## src/rtl/sar_bus_pkg.sv

```systemverilog
package sar_bus_pkg;
   typedef enum logic [1:0] {
      RD_WORD = 2'd0,
      RD_HIGH = 2'd1,
      RD_LOW  = 2'd2
   } rd_sel_e;
endpackage

```

## src/rtl/sar_start_detect.sv

```systemverilog
module sar_start_detect (
   input  logic clk,
   input  logic rst_n,
   input  logic ce_i,
   input  logic cs_n_i,
   input  logic rc_i,
   output logic start_pulse_o
);
   logic term;
   logic term_prev_q;

   assign term = ce_i & ~cs_n_i & ~rc_i;

   always_ff @(posedge clk or negedge rst_n) begin
      if (!rst_n) term_prev_q <= 1'b0;
      else        term_prev_q <= term;
   end

   assign start_pulse_o = term & ~term_prev_q;

   // a pulse is never two cycles long
   a_r1_single_pulse: assert property (@(posedge clk) disable iff (!rst_n)
      start_pulse_o |=> !start_pulse_o);
endmodule

```

## src/rtl/sar_sequencer.sv

```systemverilog
module sar_sequencer #(
   parameter int RES_W   = 12,
   parameter int SHORT_W = 8
) (
   input  logic             clk,
   input  logic             rst_n,
   input  logic             start_i,
   input  logic             ao_i,
   input  logic             cmp_i,
   output logic [RES_W-1:0] trial_o,
   output logic [RES_W-1:0] result_o,
   output logic             busy_o
);
   localparam int IDX_W = $clog2(RES_W);
   localparam int LOW_W = RES_W - SHORT_W;
   localparam int CNT_W = $clog2(RES_W + 1) + 1;
   localparam logic [RES_W-1:0] LOW_MASK = RES_W'((1 << LOW_W) - 1);
   localparam logic [RES_W-1:0] MSB_BIT  = RES_W'(1) << (RES_W - 1);

   logic             busy_q;
   logic             short_q;
   logic [IDX_W-1:0] idx_q;
   logic [RES_W-1:0] trial_q;
   logic [RES_W-1:0] result_q;
   logic [RES_W-1:0] bit_mask;
   logic [RES_W-1:0] decided;
   logic [RES_W-1:0] keep_mask;
   logic             last_bit;

   assign bit_mask  = RES_W'(1) << idx_q;
   assign decided   = (trial_q & ~bit_mask) | (cmp_i ? bit_mask : '0);
   assign keep_mask = short_q ? ~LOW_MASK : '1;
   assign last_bit  = short_q ? (idx_q <= IDX_W'(LOW_W)) : (idx_q == '0);

   always_ff @(posedge clk or negedge rst_n) begin
      if (!rst_n) begin
         busy_q   <= 1'b0;
         short_q  <= 1'b0;
         idx_q    <= '0;
         trial_q  <= '0;
         result_q <= '0;
      end else begin
         if (start_i) short_q <= ao_i;
         if (!busy_q) begin
            if (start_i) begin
               busy_q  <= 1'b1;
               idx_q   <= IDX_W'(RES_W - 1);
               trial_q <= MSB_BIT;
            end
         end else if (last_bit) begin
            busy_q   <= 1'b0;
            result_q <= decided & keep_mask;
            trial_q  <= decided & keep_mask;
         end else begin
            trial_q <= decided | (bit_mask >> 1);
            idx_q   <= idx_q - 1'b1;
         end
      end
   end

   assign trial_o  = trial_q;
   assign result_o = result_q;
   assign busy_o   = busy_q;

   logic [CNT_W-1:0] busy_cnt_q;
   always_ff @(posedge clk or negedge rst_n) begin
      if (!rst_n)      busy_cnt_q <= '0;
      else if (busy_q) busy_cnt_q <= busy_cnt_q + 1'b1;
      else             busy_cnt_q <= '0;
   end

   a_r1_start_msb: assert property (@(posedge clk) disable iff (!rst_n)
      (start_i && !busy_q) |=> (busy_q && trial_q == MSB_BIT));
   a_r5_no_abort: assert property (@(posedge clk) disable iff (!rst_n)
      (busy_q && !last_bit) |=> busy_q);
   a_r3_short_clear: assert property (@(posedge clk) disable iff (!rst_n)
      (busy_q && last_bit && short_q) |=> ((result_q & LOW_MASK) == '0));
   a_r7_idle_hold: assert property (@(posedge clk) disable iff (!rst_n)
      (!busy_q && !start_i) |=> (!busy_q && $stable(result_q)));
   a_r3_max_len: assert property (@(posedge clk) disable iff (!rst_n)
      busy_cnt_q <= CNT_W'(RES_W));
endmodule

```

## src/rtl/sar_bus_mux.sv

```systemverilog
module sar_bus_mux
   import sar_bus_pkg::*;
#(
   parameter int RES_W     = 12,
   parameter int SHORT_W   = 8,
   parameter bit BYTE_READ = 1'b1
) (
   input  logic             rd_en_i,
   input  logic             fmt12_i,
   input  logic             ao_i,
   input  logic [RES_W-1:0] result_i,
   output logic [RES_W-1:0] data_o
);
   localparam int LOW_W = RES_W - SHORT_W;

   rd_sel_e          sel;
   logic [RES_W-1:0] word;

   assign sel = fmt12_i ? RD_WORD : (ao_i ? RD_LOW : RD_HIGH);

   generate
      if (BYTE_READ) begin : g_byte
         always_comb begin
            word = '0;
            unique case (sel)
               RD_WORD: word = result_i;
               RD_HIGH: word[RES_W-1 -: SHORT_W] = result_i[RES_W-1 -: SHORT_W];
               RD_LOW:  word[RES_W-1 -: LOW_W]   = result_i[LOW_W-1:0];
               default: word = '0;
            endcase
         end
      end else begin : g_word
         assign word = result_i;
      end
   endgenerate

   assign data_o = rd_en_i ? word : '0;
endmodule

```

## src/rtl/sar_bus_ctrl.sv

```systemverilog
module sar_bus_ctrl #(
   parameter int RES_W     = 12,
   parameter int SHORT_W   = 8,
   parameter bit BYTE_READ = 1'b1
) (
   input  logic             clk,
   input  logic             rst_n,
   input  logic             ce_i,
   input  logic             cs_n_i,
   input  logic             rc_i,
   input  logic             ao_i,
   input  logic             fmt12_i,
   input  logic             cmp_i,
   output logic [RES_W-1:0] dac_code_o,
   output logic             busy_o,
   output logic [RES_W-1:0] bus_data_o,
   output logic             bus_oe_o
);
   generate
      if (SHORT_W < 1 || SHORT_W >= RES_W) begin : g_bad_short
         $error("SHORT_W must lie between 1 and RES_W-1");
      end
      if (RES_W - SHORT_W > SHORT_W) begin : g_bad_low
         $error("low part must fit in the short byte");
      end
   endgenerate

   logic             start_pulse;
   logic [RES_W-1:0] result;
   logic             busy;
   logic             rd_en;

   sar_start_detect u_start (
      .clk           (clk),
      .rst_n         (rst_n),
      .ce_i          (ce_i),
      .cs_n_i        (cs_n_i),
      .rc_i          (rc_i),
      .start_pulse_o (start_pulse)
   );

   sar_sequencer #(.RES_W(RES_W), .SHORT_W(SHORT_W)) u_seq (
      .clk      (clk),
      .rst_n    (rst_n),
      .start_i  (start_pulse),
      .ao_i     (ao_i),
      .cmp_i    (cmp_i),
      .trial_o  (dac_code_o),
      .result_o (result),
      .busy_o   (busy)
   );

   assign rd_en = rc_i & ce_i & ~cs_n_i & ~busy;

   sar_bus_mux #(.RES_W(RES_W), .SHORT_W(SHORT_W), .BYTE_READ(BYTE_READ)) u_mux (
      .rd_en_i  (rd_en),
      .fmt12_i  (fmt12_i),
      .ao_i     (ao_i),
      .result_i (result),
      .data_o   (bus_data_o)
   );

   assign busy_o   = busy;
   assign bus_oe_o = rd_en;

   a_r8_hiz_busy: assert property (@(posedge clk) disable iff (!rst_n)
      busy_o |-> !bus_oe_o);
   a_r8_zero_off: assert property (@(posedge clk) disable iff (!rst_n)
      !bus_oe_o |-> (bus_data_o == '0));
endmodule

```

## config.mk

```make
export PLATFORM = sky130hd
export DESIGN_NAME = sar_bus_ctrl
export DESIGN_NICKNAME = d
export VERILOG_FILES = /design/src/rtl/sar_bus_pkg.sv /design/src/rtl/sar_start_detect.sv /design/src/rtl/sar_sequencer.sv /design/src/rtl/sar_bus_mux.sv /design/src/rtl/sar_bus_ctrl.sv
export SDC_FILE = /design/constraint.sdc
export NUM_CORES = 1
export LEC_CHECK = 0
export CORE_MARGIN = 5
export CORE_UTILIZATION = 50
export CTS_BUF_LIST = sky130_fd_sc_hd__clkbuf_8 sky130_fd_sc_hd__clkbuf_16
export DETAILED_ROUTE_END_ITERATION = 7
export DONT_BUFFER_PORTS = 1
export SYNTH_ARGS = -nofsm -noshare
export SYNTH_HDL_FRONTEND = slang
export SYNTH_SLANG_ARGS = --single-unit
```

## constraint.sdc

```tcl
create_clock -name clk -period 2.2 [get_ports clk]
set_input_delay 0 -clock clk [delete_from_list [all_inputs] [get_ports clk]]
set_output_delay 0 -clock clk [all_outputs]
set_load 0.01 [all_outputs]
```

### Word level (Yosys, flattened, before mapping)

Index checks and enable logic that the tools add are counted.

* $add $sub $neg: 1
* shift operators: 1
* bitwise operators: 15
* muxes and demuxes: 18
* equal/unequal tests: 3
* reduce and logical (&&, ||, !) cells: 6
* magnitude comparators: 1

Operators by type and width (number)
* $mux W12: 5
* $and A12 B12 Y12: 2
* $mux W4: 6
* $not A12 Y12: 1
* $or A12 B11 Y12: 1
* $or A12 B12 Y12: 1
* $shl A1 B4 Y12 const A: 1
* $pmux W4 S2: 1
* $and A1 B1 Y1: 6
* $le A4 B3 Y1 const B: 1
* $logic_not A4 Y1: 1
* $mux W1: 4
* $mux W2: 2
* $not A1 Y1: 4
* $reduce_and A2 Y1: 2
* $sub A4 B1 Y4 const B: 1
* $eq A2 B1 Y1 const B: 1
* $eq A2 B2 Y1 const B: 1
* $logic_not A2 Y1: 1
* $ne A2 B2 Y1 const B: 1
* $reduce_bool A2 Y1: 1
* $reduce_or A2 Y1: 1

* output and inout port bits: 26
* word-level logic and storage cells: 51
* bits of input ports: 8
* bits in registers: 31

### Longest topological paths before layout

* depth in word-level cells: 7
* gate-level depth with buffers: 8
* mapped depth without buffers: 6

### By module

Synthesis repeated with hierarchy kept, for this count alone.

* cells, all modules: 217
* area, all modules: 1975.6 sq um

Modules (own cells, without submodules)
* sar_sequencer: times used 1, area an instance 1770.4 sq um, sequential area each 750.7 sq um, cells an instance 189
* sar_bus_mux: times used 1, area an instance 145.1 sq um, sequential area each 0.0 sq um, cells an instance 24
* sar_start_detect: times used 1, area an instance 47.5 sq um, sequential area each 25.0 sq um, cells an instance 3
* sar_bus_ctrl: times used 1, area an instance 12.5 sq um, sequential area each 0.0 sq um, cells an instance 1

### Worst setup path after synthesis

OpenSTA, ideal clock, no wires.

* path kind: flip-flop to flip-flop
* start point: register u_seq.idx_q[0]
* end point: register u_seq.result_q[2] (netlist: u_seq.result_o[2])
* data required time: 2.075 ns
* stages on the path, launching flop included: 8
* path slack: 0.497 ns
* arrival time: 1.578 ns
* path buffers: 1
* setup time: 0.125 ns
* period minus slack after synthesis: 1.703 ns
* cell sequence: dfrtp_1 inv_1 ha_1 buf_2 nor3b_2 mux2i_1 nor2_1 mux2_4

* word-level cells in the longest chain between the ends: 5
* elaborated cells on any way between the ends: 10
* classes of those cells: 1 x order compare; 1 x shift; 2 x mux; 4 x bitwise; 2 x reduce/logical

RTL lines
* start, declared: line sar_sequencer.sv:22 `logic [IDX_W-1:0] idx_q;`
* start signal, assigned: line sar_sequencer.sv:47 `idx_q <= IDX_W'(RES_W - 1);`
* start signal, assigned: line sar_sequencer.sv:56 `idx_q <= idx_q - 1'b1;`
* branches (longest 5 deep; another with $le A4 B3 Y1)
* end signal, assigned: line sar_sequencer.sv:52 `result_q <= decided & keep_mask;`
* end, declared: line sar_sequencer.sv:24 `logic [RES_W-1:0] result_q;`

Parallel ways; which one is timed is not known.
A chain may end at the register's enable or synchronous reset.

### Worst setup path in the final report

Same ends and word-level chain as after synthesis.

==> impl_metrics.ini <==
[sta]
drv_slew = 0
final-hold-violation-count = 0
max_freq_mhz = 539
fin_crit_sh_pct = 84.4
setup_viol = 0
rsz0062_at_grt = no
final.setup.tns_ns = 0
min_period_ns = 1.86
fin_skew_ns = 0.00660
tightest_slew_ns = 0.504
relSlewSlack_pct = 66.4

[clock_tree]
cts_buffers = 5
path_clk_slew_ns = 0.07
insertion_delay_ns = 0.29
cts_tree = yes
cts_resized = 0
cts_sinks = 31
htree_levels = 2
clockRootBuffer = clkbuf_8
cts_max_path_buffers = 2

[routing]
first_iter_violations = 145
viasPerCell = 6.04
wl_um = 5190
via_count = 1648
drc_errors = 0
ant_nets = 0
wl_per_cell_um = 19.0
drtPass1Iterations = 5

[floorplan]
start_util_pct = 51.1
core-area_um2 = 3940
dieArea_um2 = 5400
die_w_um = 73.5
die_y_um = 73.5
core.rowCount = 23
io_pins = 34

[grt]
grt_pass1_wl_um = 8360
antenna_found_initial = 0
grt_max_degree = 32
grt.total_usage_pct = 20.6
grt_overflow = 0
grt_pass1_vias = 1666

[power_and_ir_drop]
p_per_area_nw_per_um2 = 1460
p_leak_uw = 0.00105
peakVddDrop_uv = 652

[critical_path]
critPathRequiredTime_ns = 2.38
startpoint_type = register
path_max_fanout = 14
cp-end-kind = register
path_class = register to register
cp.arrival_ns = 2.03

[finish]
antenna_cells = 0
final_cell_mix = dfrtp_1 (31), a21oi_1 (27), nand2_1 (21)
syn_to_final_growth_pct = 10.4
num-nets-final = 235
drive_above_1_share_pct = 15.2
final_common_cell = dfrtp_1
fin_area_um2 = 2220
final_cells = 273

[synthesis]
synth_area_per_cell_um2 = 9.28
synth_top_area_share_pct = 38.5
ys.warnings.count = 0
synth_seq_cells = 31
synth_area_um2 = 2010
synth-seq-area-share_pct = 38.5
synthesis.instances = 217
synth_top_cell_by_area = dfrtp_1
synth_area_leaders = dfrtp_1 (39%), mux2i_1 (7.5%), a21oi_1 (6.7%)
synth.net_count = 230
synth_cell_types = 40

[run_status]
outcome = completed

[place]
gp_congestion = 0.864
placed_cell_area_um2 = 2040
hpwl_um = 3550
portBuffers = 0
place_inst = 258

[flow_run]
drv_cap = 0

[worst_hold_path]
min_path_type = primary input to register
final timing paths:
path | depth (start not counted) | endpoint | slack, ns | start
max in group asynchronous | 2 | u_seq.trial_o[0] | 1.86 | rst_n
hold reg to reg | 2 | u_seq.result_o[10] | 0.53 | u_seq.result_o[10]
min in group asynchronous | 2 | u_seq.trial_o[2] | 0.16 | rst_n
setup reg to reg | 6 | u_seq.result_o[2] | 0.34 | u_seq.idx_q[0]
hold / removal | 3 | u_seq.result_o[0] | 0.006 | cmp_i
setup / recovery | 6 | u_seq.result_o[2] | 0.34 | u_seq.idx_q[0]
metal layers:
layer	track usage (%)	wire [um]	vias up
met2	32.5	2600	56
met1	26.8	2230	810
li1	-	-	775
met5	0	0	-
met4	8.45	58	0
met3	5.34	299	7
Yosys cell counts:
cell type	number
and3_1	8
o21ai_1	2
nand3_1	3
buf_2	6
o211ai_1	1
clkbuf_1	8
buf_4	1
mux2i_1	15
xnor2_1	3
nor3_1	3
a22o_1	5
nand4bb_1	1
mux2_2	2
nand2_1	21
inv_1	6
ha_1	5
nand4b_1	1
a21oi_1	27
nor2b_2	1
a221oi_1	1
nand3b_4	1
dfrtp_1	31
a22oi_1	1
and2_4	1
mux2_4	3
and2b_1	2
nor3b_2	2
o21a_1	4
o22ai_4	1
o21ai_0	6
nor3b_1	4
or2_2	2
buf_6	4
nor2_1	20
nand3b_1	2
nor4b_2	1
a32oi_1	2
nand2b_2	1
nand2b_1	2
o221ai_1	7
report_power, final:
group / total, uW / internal (uW) / switching, uW
clock network: 506 / 284 / 222
registers: 1110 / 801 / 312
logic: 1620 / 713 / 911
total: 3240 / 1800 / 1440
worst max-delay path, stage by stage, from the launching register on:
cell      delay, ns
dfrtp_1        0.41
inv_1          0.17
ha_1           0.34
nand2b_2       0.12
o22ai_4        0.11
and2_4         0.28
mux2_4         0.32
cell type report:
| class | count | area [um2] |
|---|---|---|
| clock buffers | 7 | 96.3 |
| clock inverters | 1 | 7.51 |
| fillers | 337 | 1720 |
| inverters | 6 | 22.5 |
| multi-input cells | 161 | 1100 |
| flip-flops and latches | 31 | 776 |
| well taps | 50 | 62.6 |
| repair buffers | 17 | 155 |
registers in the layout (all words and copies together), names as in the netlist:
signal and cells:
u_seq.result_o 12, u_seq.trial_o 12, u_seq.idx_q 4, u_seq.busy_o 1
u_seq.short_q 1, u_start.term_prev_q 1
what timing repair did:
item / CTS / global route
setup endpoints to repair: 0 / 0
hold buffers: 7 / 0
setup buffers: 0 / 0
endpoints found under the hold margin: 46 / 0
logic make-up (layout without fill, tap and decap cells):
logic type	Yosys count	after routing	synth area share, %
AND/OR/NAND/NOR	76	76	21.1
AO/OA/AOI/OAI	57	57	18.4
flip-flops	31	31	38.5
buffers and inverters	25	31	6.71
multiplexers	20	20	10.8
adder cells (fa/ha/maj)	5	5	3.11
XOR/XNOR	3	3	1.30
through the flow:
stage | power (uW) | hold WS (ns) | worst slack, ns | utilization [%]
2_1_floorplan | 2330 | -0.296 | 0.497 | -
3_3_place_gp | 2660 | -0.295 | 0.419 | 51.7
3_5_place_dp | 2700 | -0.295 | 0.374 | 51.7
4_1_cts | 3250 | 0.00418 | 0.353 | 56.4
5_1_grt | 3490 | 0.0295 | 0.253 | 56.4
6_report | 3240 | 0.00634 | 0.343 | 56.4
No activity file was read; power rests on OpenSTA's default activity.
